`config.mk`:
```
export PLATFORM = sky130hd
export DESIGN_NAME = jtag_scan_master
export DESIGN_NICKNAME = d
export VERILOG_FILES = /design/src/rtl/jscan_pkg.sv /design/src/rtl/jscan_tck_gen.sv /design/src/rtl/jscan_tap_track.sv /design/src/rtl/jscan_seq.sv /design/src/rtl/jtag_scan_master.sv
export SDC_FILE = /design/constraint.sdc
export NUM_CORES = 1
export LEC_CHECK = 0
export BUFFER_PORTS_ARGS = -buffer_cell sky130_fd_sc_hd__buf_2
export CAP_MARGIN = 15
export CORE_MARGIN = 5
export CORE_UTILIZATION = 46
export DETAILED_ROUTE_END_ITERATION = 7
export GPL_TIMING_DRIVEN = 0
export PLACE_DENSITY_LB_ADDON = 0.1
export SYNTH_ARGS = -nofsm -noshare
export SYNTH_HDL_FRONTEND = slang
export SYNTH_HIERARCHICAL = 1
export SYNTH_SLANG_ARGS = --single-unit
```
`constraint.sdc`:
```
create_clock -name clk -period 17.13 [get_ports clk]
set_clock_uncertainty 0.2 [all_clocks]
set_input_delay 3.426 -clock clk [delete_from_list [all_inputs] [get_ports clk]]
set_output_delay 3.426 -clock clk [all_outputs]
set_load 0.02 [all_outputs]
```
`src/rtl/jscan_pkg.sv`:
```
package jscan_pkg;

  typedef enum logic [3:0] {
    TAP_TLR = 4'd0,  TAP_RTI = 4'd1,
    TAP_SDR = 4'd2,  TAP_CDR = 4'd3,  TAP_SHDR = 4'd4, TAP_E1DR = 4'd5,
    TAP_PDR = 4'd6,  TAP_E2DR = 4'd7, TAP_UDR = 4'd8,
    TAP_SIR = 4'd9,  TAP_CIR = 4'd10, TAP_SHIR = 4'd11, TAP_E1IR = 4'd12,
    TAP_PIR = 4'd13, TAP_E2IR = 4'd14, TAP_UIR = 4'd15
  } tap_st_e;

  typedef enum logic [1:0] {
    OP_RESET = 2'd0, OP_IDLE = 2'd1, OP_SCAN_IR = 2'd2, OP_SCAN_DR = 2'd3
  } op_e;

  typedef enum logic [2:0] {
    PH_IDLE, PH_RST, PH_WAIT, PH_PRE, PH_SHIFT, PH_POST, PH_END
  } phase_e;

  function automatic tap_st_e tap_next(input tap_st_e s, input logic m);
    case (s)
      TAP_TLR:  tap_next = m ? TAP_TLR  : TAP_RTI;
      TAP_RTI:  tap_next = m ? TAP_SDR  : TAP_RTI;
      TAP_SDR:  tap_next = m ? TAP_SIR  : TAP_CDR;
      TAP_CDR:  tap_next = m ? TAP_E1DR : TAP_SHDR;
      TAP_SHDR: tap_next = m ? TAP_E1DR : TAP_SHDR;
      TAP_E1DR: tap_next = m ? TAP_UDR  : TAP_PDR;
      TAP_PDR:  tap_next = m ? TAP_E2DR : TAP_PDR;
      TAP_E2DR: tap_next = m ? TAP_UDR  : TAP_SHDR;
      TAP_UDR:  tap_next = m ? TAP_SDR  : TAP_RTI;
      TAP_SIR:  tap_next = m ? TAP_TLR  : TAP_CIR;
      TAP_CIR:  tap_next = m ? TAP_E1IR : TAP_SHIR;
      TAP_SHIR: tap_next = m ? TAP_E1IR : TAP_SHIR;
      TAP_E1IR: tap_next = m ? TAP_UIR  : TAP_PIR;
      TAP_PIR:  tap_next = m ? TAP_E2IR : TAP_PIR;
      TAP_E2IR: tap_next = m ? TAP_UIR  : TAP_SHIR;
      default:  tap_next = m ? TAP_SDR  : TAP_RTI;
    endcase
  endfunction

endpackage

```
`src/rtl/jscan_tck_gen.sv`:
```
module jscan_tck_gen #(
  parameter int HP_W = 8
) (
  input  logic            clk,
  input  logic            rst_n,
  input  logic            en_i,
  input  logic [HP_W-1:0] half_i,
  output logic            tck_o,
  output logic            rise_o,
  output logic            fall_o
);

  logic [HP_W-1:0] cnt_q, cnt_d, hp_eff;
  logic            tck_q, tck_d, active, wrap;

  always_comb begin
    hp_eff = (half_i == '0) ? HP_W'(1) : half_i;
    active = en_i | tck_q;
    wrap   = active && (cnt_q >= hp_eff - HP_W'(1));
    cnt_d  = (!active || wrap) ? '0 : cnt_q + HP_W'(1);
    tck_d  = wrap ? ~tck_q : tck_q;
  end

  always_ff @(posedge clk or negedge rst_n) begin
    if (!rst_n) begin
      cnt_q <= '0;
      tck_q <= 1'b0;
    end else begin
      cnt_q <= cnt_d;
      tck_q <= tck_d;
    end
  end

  assign tck_o  = tck_q;
  assign rise_o = wrap & ~tck_q;
  assign fall_o = wrap & tck_q;

  AST_TCK_RESTS_LOW: assert property (@(posedge clk) disable iff (!rst_n)
    (!en_i && !tck_q) |=> !tck_q);

endmodule

```
`src/rtl/jscan_tap_track.sv`:
```
module jscan_tap_track
  import jscan_pkg::*;
(
  input  logic    clk,
  input  logic    rst_n,
  input  logic    step_i,
  input  logic    tms_i,
  output tap_st_e state_o
);

  tap_st_e    st_q, st_d;
  logic [2:0] ones_q, ones_d;

  always_comb begin
    st_d   = st_q;
    ones_d = ones_q;
    if (step_i) begin
      st_d   = tap_next(st_q, tms_i);
      ones_d = !tms_i ? 3'd0 : (ones_q == 3'd5) ? 3'd5 : ones_q + 3'd1;
    end
  end

  always_ff @(posedge clk or negedge rst_n) begin
    if (!rst_n) begin
      st_q   <= TAP_TLR;
      ones_q <= 3'd0;
    end else begin
      st_q   <= st_d;
      ones_q <= ones_d;
    end
  end

  assign state_o = st_q;

  AST_FIVE_HIGH_RESETS: assert property (@(posedge clk) disable iff (!rst_n)
    (ones_q == 3'd5) |-> (st_q == TAP_TLR));

endmodule

```
`src/rtl/jscan_seq.sv`:
```
module jscan_seq
  import jscan_pkg::*;
#(
  parameter int DW      = 32,
  parameter int LEN_W   = 6,
  parameter int CNT_W   = 16,
  parameter int RST_CYC = 5
) (
  input  logic             clk,
  input  logic             rst_n,
  input  logic             cmd_valid_i,
  output logic             cmd_ready_o,
  input  op_e              op_i,
  input  logic [LEN_W-1:0] len_i,
  input  logic [CNT_W-1:0] count_i,
  input  logic [DW-1:0]    tdi_word_i,
  input  logic [DW-1:0]    expect_i,
  input  logic [DW-1:0]    mask_i,
  input  logic             rise_i,
  input  logic             fall_i,
  input  logic             tck_i,
  input  logic             tdo_i,
  output logic             en_o,
  output logic             tms_o,
  output logic             tdi_o,
  output logic             sample_o,
  output logic             done_o,
  output logic [DW-1:0]    data_o,
  output logic             mismatch_o
);

  phase_e           ph_q, ph_d;
  logic [CNT_W-1:0] cnt_q, cnt_d, lim_q, lim_d;
  logic [LEN_W-1:0] len_q, len_d, len_eff;
  logic             st_q, st_d, ir_q, ir_d;
  logic [DW-1:0]    sh_q, sh_d, cap_q, cap_d, exp_q, exp_d, msk_q, msk_d;
  logic [DW-1:0]    data_q, data_d, aligned, lmask;
  logic             tms_q, tms_d, tdi_q, tdi_d, done_q, done_d, mis_q, mis_d;
  logic             cur_tms, cur_tdi, running, last_shift;

  always_comb begin
    if (len_i == '0)                len_eff = LEN_W'(1);
    else if (len_i > LEN_W'(DW))    len_eff = LEN_W'(DW);
    else                            len_eff = len_i;
    last_shift = (cnt_q == CNT_W'(len_q) - CNT_W'(1));
    running    = (ph_q == PH_RST) || (ph_q == PH_WAIT) || (ph_q == PH_PRE) ||
                 (ph_q == PH_SHIFT) || (ph_q == PH_POST);
    case (ph_q)
      PH_RST:   cur_tms = cnt_q < CNT_W'(RST_CYC);
      PH_WAIT:  cur_tms = 1'b0;
      PH_PRE:   cur_tms = cnt_q < (ir_q ? CNT_W'(2) : CNT_W'(1));
      PH_SHIFT: cur_tms = last_shift;
      PH_POST:  cur_tms = (cnt_q == '0);
      default:  cur_tms = tms_q;
    endcase
    cur_tdi = (ph_q == PH_SHIFT) ? sh_q[0] : 1'b0;
    aligned = cap_q >> (LEN_W'(DW) - len_q);
    lmask   = (DW'(1) << len_q) - DW'(1);
  end

  always_comb begin
    ph_d = ph_q;  cnt_d = cnt_q;  lim_d = lim_q;  len_d = len_q;
    st_d = st_q;  ir_d = ir_q;    sh_d = sh_q;    cap_d = cap_q;
    exp_d = exp_q; msk_d = msk_q; tms_d = tms_q;  tdi_d = tdi_q;
    data_d = data_q; mis_d = mis_q; done_d = 1'b0;
    case (ph_q)
      PH_IDLE: begin
        if (cmd_valid_i) begin
          cnt_d = '0;  st_d = 1'b1;  cap_d = '0;
          len_d = LEN_W'(1);  exp_d = '0;  msk_d = '0;  sh_d = '0;
          ir_d  = (op_i == OP_SCAN_IR);
          case (op_i)
            OP_RESET: ph_d = PH_RST;
            OP_IDLE: begin
              lim_d = count_i;
              if (count_i == '0) begin
                ph_d = PH_END;
                st_d = 1'b0;
              end else begin
                ph_d = PH_WAIT;
              end
            end
            default: begin
              ph_d  = PH_PRE;
              len_d = len_eff;
              sh_d  = tdi_word_i;
              exp_d = expect_i;
              msk_d = mask_i;
            end
          endcase
        end
      end
      PH_END: begin
        if (!tck_i) begin
          done_d = 1'b1;
          data_d = aligned;
          mis_d  = |((aligned ^ exp_q) & msk_q & lmask);
          ph_d   = PH_IDLE;
        end
      end
      default: begin
        if (st_q) begin
          st_d  = 1'b0;
          tms_d = cur_tms;
          tdi_d = cur_tdi;
        end else if (rise_i) begin
          cnt_d = cnt_q + CNT_W'(1);
          case (ph_q)
            PH_RST:  if (cnt_q == CNT_W'(RST_CYC)) ph_d = PH_END;
            PH_WAIT: if (cnt_q == lim_q - CNT_W'(1)) ph_d = PH_END;
            PH_PRE: begin
              if (cnt_q == (ir_q ? CNT_W'(3) : CNT_W'(2))) begin
                ph_d  = PH_SHIFT;
                cnt_d = '0;
              end
            end
            PH_SHIFT: begin
              cap_d = {tdo_i, cap_q[DW-1:1]};
              sh_d  = sh_q >> 1;
              if (last_shift) begin
                ph_d  = PH_POST;
                cnt_d = '0;
              end
            end
            default: if (cnt_q == CNT_W'(1)) ph_d = PH_END;
          endcase
        end else if (fall_i) begin
          tms_d = cur_tms;
          tdi_d = cur_tdi;
        end
      end
    endcase
  end

  always_ff @(posedge clk or negedge rst_n) begin
    if (!rst_n) begin
      ph_q <= PH_IDLE;  cnt_q <= '0;  lim_q <= '0;  len_q <= LEN_W'(1);
      st_q <= 1'b0;     ir_q <= 1'b0; sh_q <= '0;   cap_q <= '0;
      exp_q <= '0;      msk_q <= '0;  tms_q <= 1'b0; tdi_q <= 1'b0;
      data_q <= '0;     mis_q <= 1'b0; done_q <= 1'b0;
    end else begin
      ph_q <= ph_d;     cnt_q <= cnt_d; lim_q <= lim_d; len_q <= len_d;
      st_q <= st_d;     ir_q <= ir_d;   sh_q <= sh_d;   cap_q <= cap_d;
      exp_q <= exp_d;   msk_q <= msk_d; tms_q <= tms_d; tdi_q <= tdi_d;
      data_q <= data_d; mis_q <= mis_d; done_q <= done_d;
    end
  end

  assign cmd_ready_o = (ph_q == PH_IDLE);
  assign en_o        = running && !st_q;
  assign tms_o       = tms_q;
  assign tdi_o       = tdi_q;
  assign sample_o    = rise_i && (ph_q == PH_SHIFT) && !st_q;
  assign done_o      = done_q;
  assign data_o      = data_q;
  assign mismatch_o  = mis_q;

  AST_BUSY_AFTER_ACCEPT: assert property (@(posedge clk) disable iff (!rst_n)
    (cmd_valid_i && cmd_ready_o) |=> !cmd_ready_o);
  AST_DONE_WITH_TCK_LOW: assert property (@(posedge clk) disable iff (!rst_n)
    done_q |-> !tck_i);

endmodule

```
`src/rtl/jtag_scan_master.sv`:
```
module jtag_scan_master
  import jscan_pkg::*;
#(
  parameter int DW      = 32,
  parameter int HP_W    = 8,
  parameter int CNT_W   = 16,
  parameter int RST_CYC = 5,
  localparam int LEN_W  = $clog2(DW + 1)
) (
  input  logic             clk,
  input  logic             rst_n,
  input  logic [HP_W-1:0]  half_period,
  input  logic             cmd_valid,
  output logic             cmd_ready,
  input  logic [1:0]       cmd_op,
  input  logic [LEN_W-1:0] cmd_len,
  input  logic [CNT_W-1:0] cmd_count,
  input  logic [DW-1:0]    cmd_tdi,
  input  logic [DW-1:0]    cmd_expect,
  input  logic [DW-1:0]    cmd_mask,
  output logic             done,
  output logic [DW-1:0]    done_tdo,
  output logic             done_mismatch,
  output logic             tck,
  output logic             tms,
  output logic             tdi,
  input  logic             tdo,
  output logic [3:0]       tap_state
);

  logic [1:0] rst_sync_q;
  logic       rst_s;
  logic       en, rise, fall, sample;
  tap_st_e    st;

  always_ff @(posedge clk or negedge rst_n) begin
    if (!rst_n) rst_sync_q <= 2'b00;
    else        rst_sync_q <= {rst_sync_q[0], 1'b1};
  end
  assign rst_s = rst_sync_q[1];

  jscan_tck_gen #(.HP_W(HP_W)) u_tck (
    .clk(clk), .rst_n(rst_s), .en_i(en), .half_i(half_period),
    .tck_o(tck), .rise_o(rise), .fall_o(fall)
  );

  jscan_seq #(.DW(DW), .LEN_W(LEN_W), .CNT_W(CNT_W), .RST_CYC(RST_CYC)) u_seq (
    .clk(clk), .rst_n(rst_s), .cmd_valid_i(cmd_valid), .cmd_ready_o(cmd_ready),
    .op_i(op_e'(cmd_op)), .len_i(cmd_len), .count_i(cmd_count),
    .tdi_word_i(cmd_tdi), .expect_i(cmd_expect), .mask_i(cmd_mask),
    .rise_i(rise), .fall_i(fall), .tck_i(tck), .tdo_i(tdo),
    .en_o(en), .tms_o(tms), .tdi_o(tdi), .sample_o(sample),
    .done_o(done), .data_o(done_tdo), .mismatch_o(done_mismatch)
  );

  jscan_tap_track u_trk (
    .clk(clk), .rst_n(rst_s), .step_i(rise), .tms_i(tms), .state_o(st)
  );

  assign tap_state = st;

  AST_PINS_STABLE_AT_RISE: assert property (@(posedge clk) disable iff (!rst_s)
    (!$stable(tms) || !$stable(tdi)) |-> !tck);
  AST_SAMPLE_IN_SHIFT: assert property (@(posedge clk) disable iff (!rst_s)
    sample |-> (st == TAP_SHDR || st == TAP_SHIR));

endmodule

```
==> results.yml <==
logic_synthesis:
  synth_nets: 1858
  syn_avg_cell_area_um2: 8.56
  yosys.area.top_type: "dfrtp_1"
  synth_cell_type_count: 92
  synth-seq-cells: 222
  ys_warn_count: 6
  seq_area_frac_synth_pct: 38.2
  yosys.area.top_type_share_pct: 38.0
  netlist_instances: 1702
  synth_edf_count: 0
  synth_area_leaders: "dfrtp_1 (38%), nand2_1 (8.3%), o21ai_0 (5.3%), mux4_2 (3.9%), xnor2_1 (2.9%)"
  synthesis.area_um2: 14600
  ys_dominant_reg_cell: "dfrtp_1"
  synthArstFlopShare_pct: 100
setup_path:
  cp_max_fo: 10
  path_class: "in2reg"
  cp.arrival_ns: 8.10
  slowest_delay_ns: 0.77
  crit_path_top_delay_cell: "nor3_1"
  cp-start-kind: "input port"
  path_cells: "buf_2 -> or3_1 -> nor3_2 -> a21oi_1 -> ha_1 -> nor3b_2 -> xnor2_1 -> ha_1 -> nand4_1 -> a31o_1 -> nor2b_4 -> nor2b_1 -> inv_1 -> nor2_1 -> a22oi_1 -> o21a_1 -> nor3_1 -> clkbuf_1 -> nor2_1 -> a31oi_1"
  cp.required_ns: 17.39
  cp_top_family: "simple AND/OR/NAND/NOR gates"
  critPathCaptureType: "flop"
  path_buf_inv: 3
floorplanning:
  io_pins: 174
  die_h_um: 188
  start_util_pct: 46.4
  core_area_um2: 31400
  die_x_um: 188
  die_area_um2: 35300
  num_rows: 65
sta:
  finalSetupViolCount: 0
  max_freq_mhz: 128
  fin_crit_ns: 7.83
  min_period_over_period_pct: 45.7
  slew_headroom_pct: 30.9
  rsz0062_at_grt: "no"
  hold_viol_final: 0
  setup_tns_ns: 0
  drv_slew: 0
  worstMarginPinSlew_ns: 1.03
clock_tree:
  ctsHoldBuffers: 0
  cts_tree: "yes"
  cts-root-buf: "clkbuf_16"
  path_clk_slew_ns: 0.06
  numCtsBuffers: 26
  cts_resized: 0
  cts.sinks: 222
  insertion_delay_ns: 0.54
  h-tree-depth: 1
  cts_buffer_depth: 3
  postCtsSetupRepairBufs: 0
pwr:
  power_density_nw_per_um2: 187
  finalPower_uw: 3170
  p_sw_share_pct: 47.8
  pwr-share-comb_pct: 56.1
  p_clk_share_pct: 18.0
  irDropWorstVdd_v: 0.000110
  power.switching_uw: 1520
  internal-power_uw: 1650
  power_leakage_uw: 0.00744
  p_seq_share_pct: 25.9
global_routing:
  grt_pass1_vias: 13400
  grt_max_degree: 70
  grt_pass1_wl_um: 75500
  overflow: 0
  antenna_found_initial: 2
  grtUsageTotal_pct: 26.2
detailed_routing:
  drtPass1Iterations: 8
  ant_nets: 0
  num_vias: 13800
  wl_per_cell_um: 20.4
  drt_wl_total_um: 47500
  drt_iter0_markers: 1293
  vias_per_cell: 5.95
  drc_errors: 0
placed_design:
  post_dp_cell_area_um2: 16000
  io_buffers: 173
  dpl.hpwl_um: 36500
  routabilityCongestion: 0.984
layout:
  layout_commonest_cell: "nand2_1"
  final_nets: 2063
  multi_input_area_um2: 8320
  num-fill-cells: 3060
  design_area_um2: 16900
  seq_area_um2: 5560
  synthToLayoutAreaGrowth_pct: 16.0
  mostFrequentLayoutCells: "nand2_1 (321), dfrtp_1 (220), buf_2 (191)"
  antennaDiodeCount: 0
  drive_above_1_share_pct: 17.9
outcome:
  outcome: "finished, final reports clean"
flow_run:
  cap_violations: 0
min_path:
  worstHoldPathType: "reg2async"
==> routing by layer <==
metal | GRT usage, % | share of wire, % | vias up
li1 | - | - | 6542
met2 | 39.9 | 44 | 569
met4 | 5.36 | 2.2 | 2
met1 | 38.8 | 46 | 6661
met5 | 0 | 0.015 | -
met3 | 5.51 | 8.4 | 71
==> cell families after synthesis <==
kind of cell	Yosys count	share of synthesized area [%]
multiplexers	83	8.30
flip-flops	222	38.2
XOR/XNOR	81	4.87
AO/OA/AOI/OAI	432	19.3
adder cells (fa/ha/maj)	24	2.06
other	1	0.0257
AND/OR/NAND/NOR	697	22.5
buffers and inverters	162	4.75
==> area by class of cell <==
class                      instances  share of cell area [%]
inverter                          32                   0.711
multi-input combinational       1318                    49.2
clock buffer                      37                    4.33
sequential                       222                    32.9
clock inverter                    10                   0.859
buffer                           130                    3.38
timing repair buffer             177                    5.63
tap                              402                    2.98
==> through the flow <==
stage	util [%]	cells	hold slack (ns)	worst slack [ns]
final	53.8	2328	0.0798	9.30
after global routing	53.8	2328	0.130	8.83
after CTS	53.8	2328	0.105	9.28
after detailed placement	51.0	2281	0.0999	8.70
after global placement	50.8	2277	0.135	7.61
after floorplan	-	1702	0.131	9.90
==> worst paths after layout <==
check                                               end                  startpoint  depth (start not counted)  slack, ns
min                          u_seq/sh_q[28]$_DFFE_PN0P_     rst_sync_q[1]$_DFF_PN0_                          0       0.08
min reg2reg                  u_seq/sh_q[28]$_DFFE_PN0P_     rst_sync_q[1]$_DFF_PN0_                          0       0.08
max in group asynchronous       rst_sync_q[1]$_DFF_PN0_                       rst_n                          1      14.17
min in group clk                rst_sync_q[1]$_DFF_PN0_     rst_sync_q[0]$_DFF_PN0_                          0       0.16
max reg2reg                u_seq/mismatch_o$_DFFE_PN0P_  u_seq/len_q[0]$_DFFE_PN1P_                         20      11.08
max                          u_seq/sh_q[26]$_DFFE_PN0P_              half_period[3]                         20       9.30
==> power by group through the flow <==
stage / registers, uW / clock network, uW / logic, uW
detailed placement: 826 / 0 / 1730
global placement: 831 / 0 / 1710
global route: 840 / 604 / 1930
floorplan: 823 / 0 / 1220
CTS: 818 / 581 / 1740
finish: 820 / 570 / 1780
==> sequential cells by signal, indices dropped and copies added (netlist names) <==
signal / count
u_seq/st_q: 1
u_seq/msk_q: 32
u_seq/exp_q: 32
u_seq/done_o: 1
u_seq/len_q: 6
u_tck/tck_o: 1
u_seq/ir_q: 1
u_tck/cnt_q: 8
u_seq/tms_o: 1
rst_sync_q: 2
u_trk/state_o: 4
u_seq/sh_q: 32
u_seq/cnt_q: 16
u_seq/data_o: 32
u_seq/mismatch_o: 1
u_seq/tdi_o: 1
u_seq/lim_q: 16
u_seq/cap_q: 32
u_seq/ph_q: 3
==> cell usage after synthesis, types with 9 or more instances <==
| library cell | count |
|---|---|
| or3_1 | 10 |
| buf_2 | 18 |
| xnor2_1 | 49 |
| o22ai_1 | 17 |
| clkbuf_1 | 93 |
| nor4_1 | 18 |
| nor2b_1 | 18 |
| xor2_1 | 32 |
| nor3_1 | 23 |
| o21ai_0 | 155 |
| nor3b_1 | 12 |
| nand2b_1 | 18 |
| mux2_2 | 36 |
| ha_1 | 24 |
| dfrtp_1 | 221 |
| a22o_1 | 33 |
| a211oi_1 | 11 |
| nor2_1 | 112 |
| nand2_1 | 321 |
| nand4_1 | 17 |
| mux2i_1 | 18 |
| and3_1 | 20 |
| a21o_1 | 9 |
| a21oi_1 | 53 |
| a31oi_1 | 41 |
| inv_1 | 28 |
| nand3_1 | 75 |
| a32oi_1 | 14 |
| o211ai_1 | 12 |
| o31ai_1 | 10 |
| or2_2 | 10 |
| mux4_2 | 25 |
No activity file was read; power rests on OpenSTA's default activity.
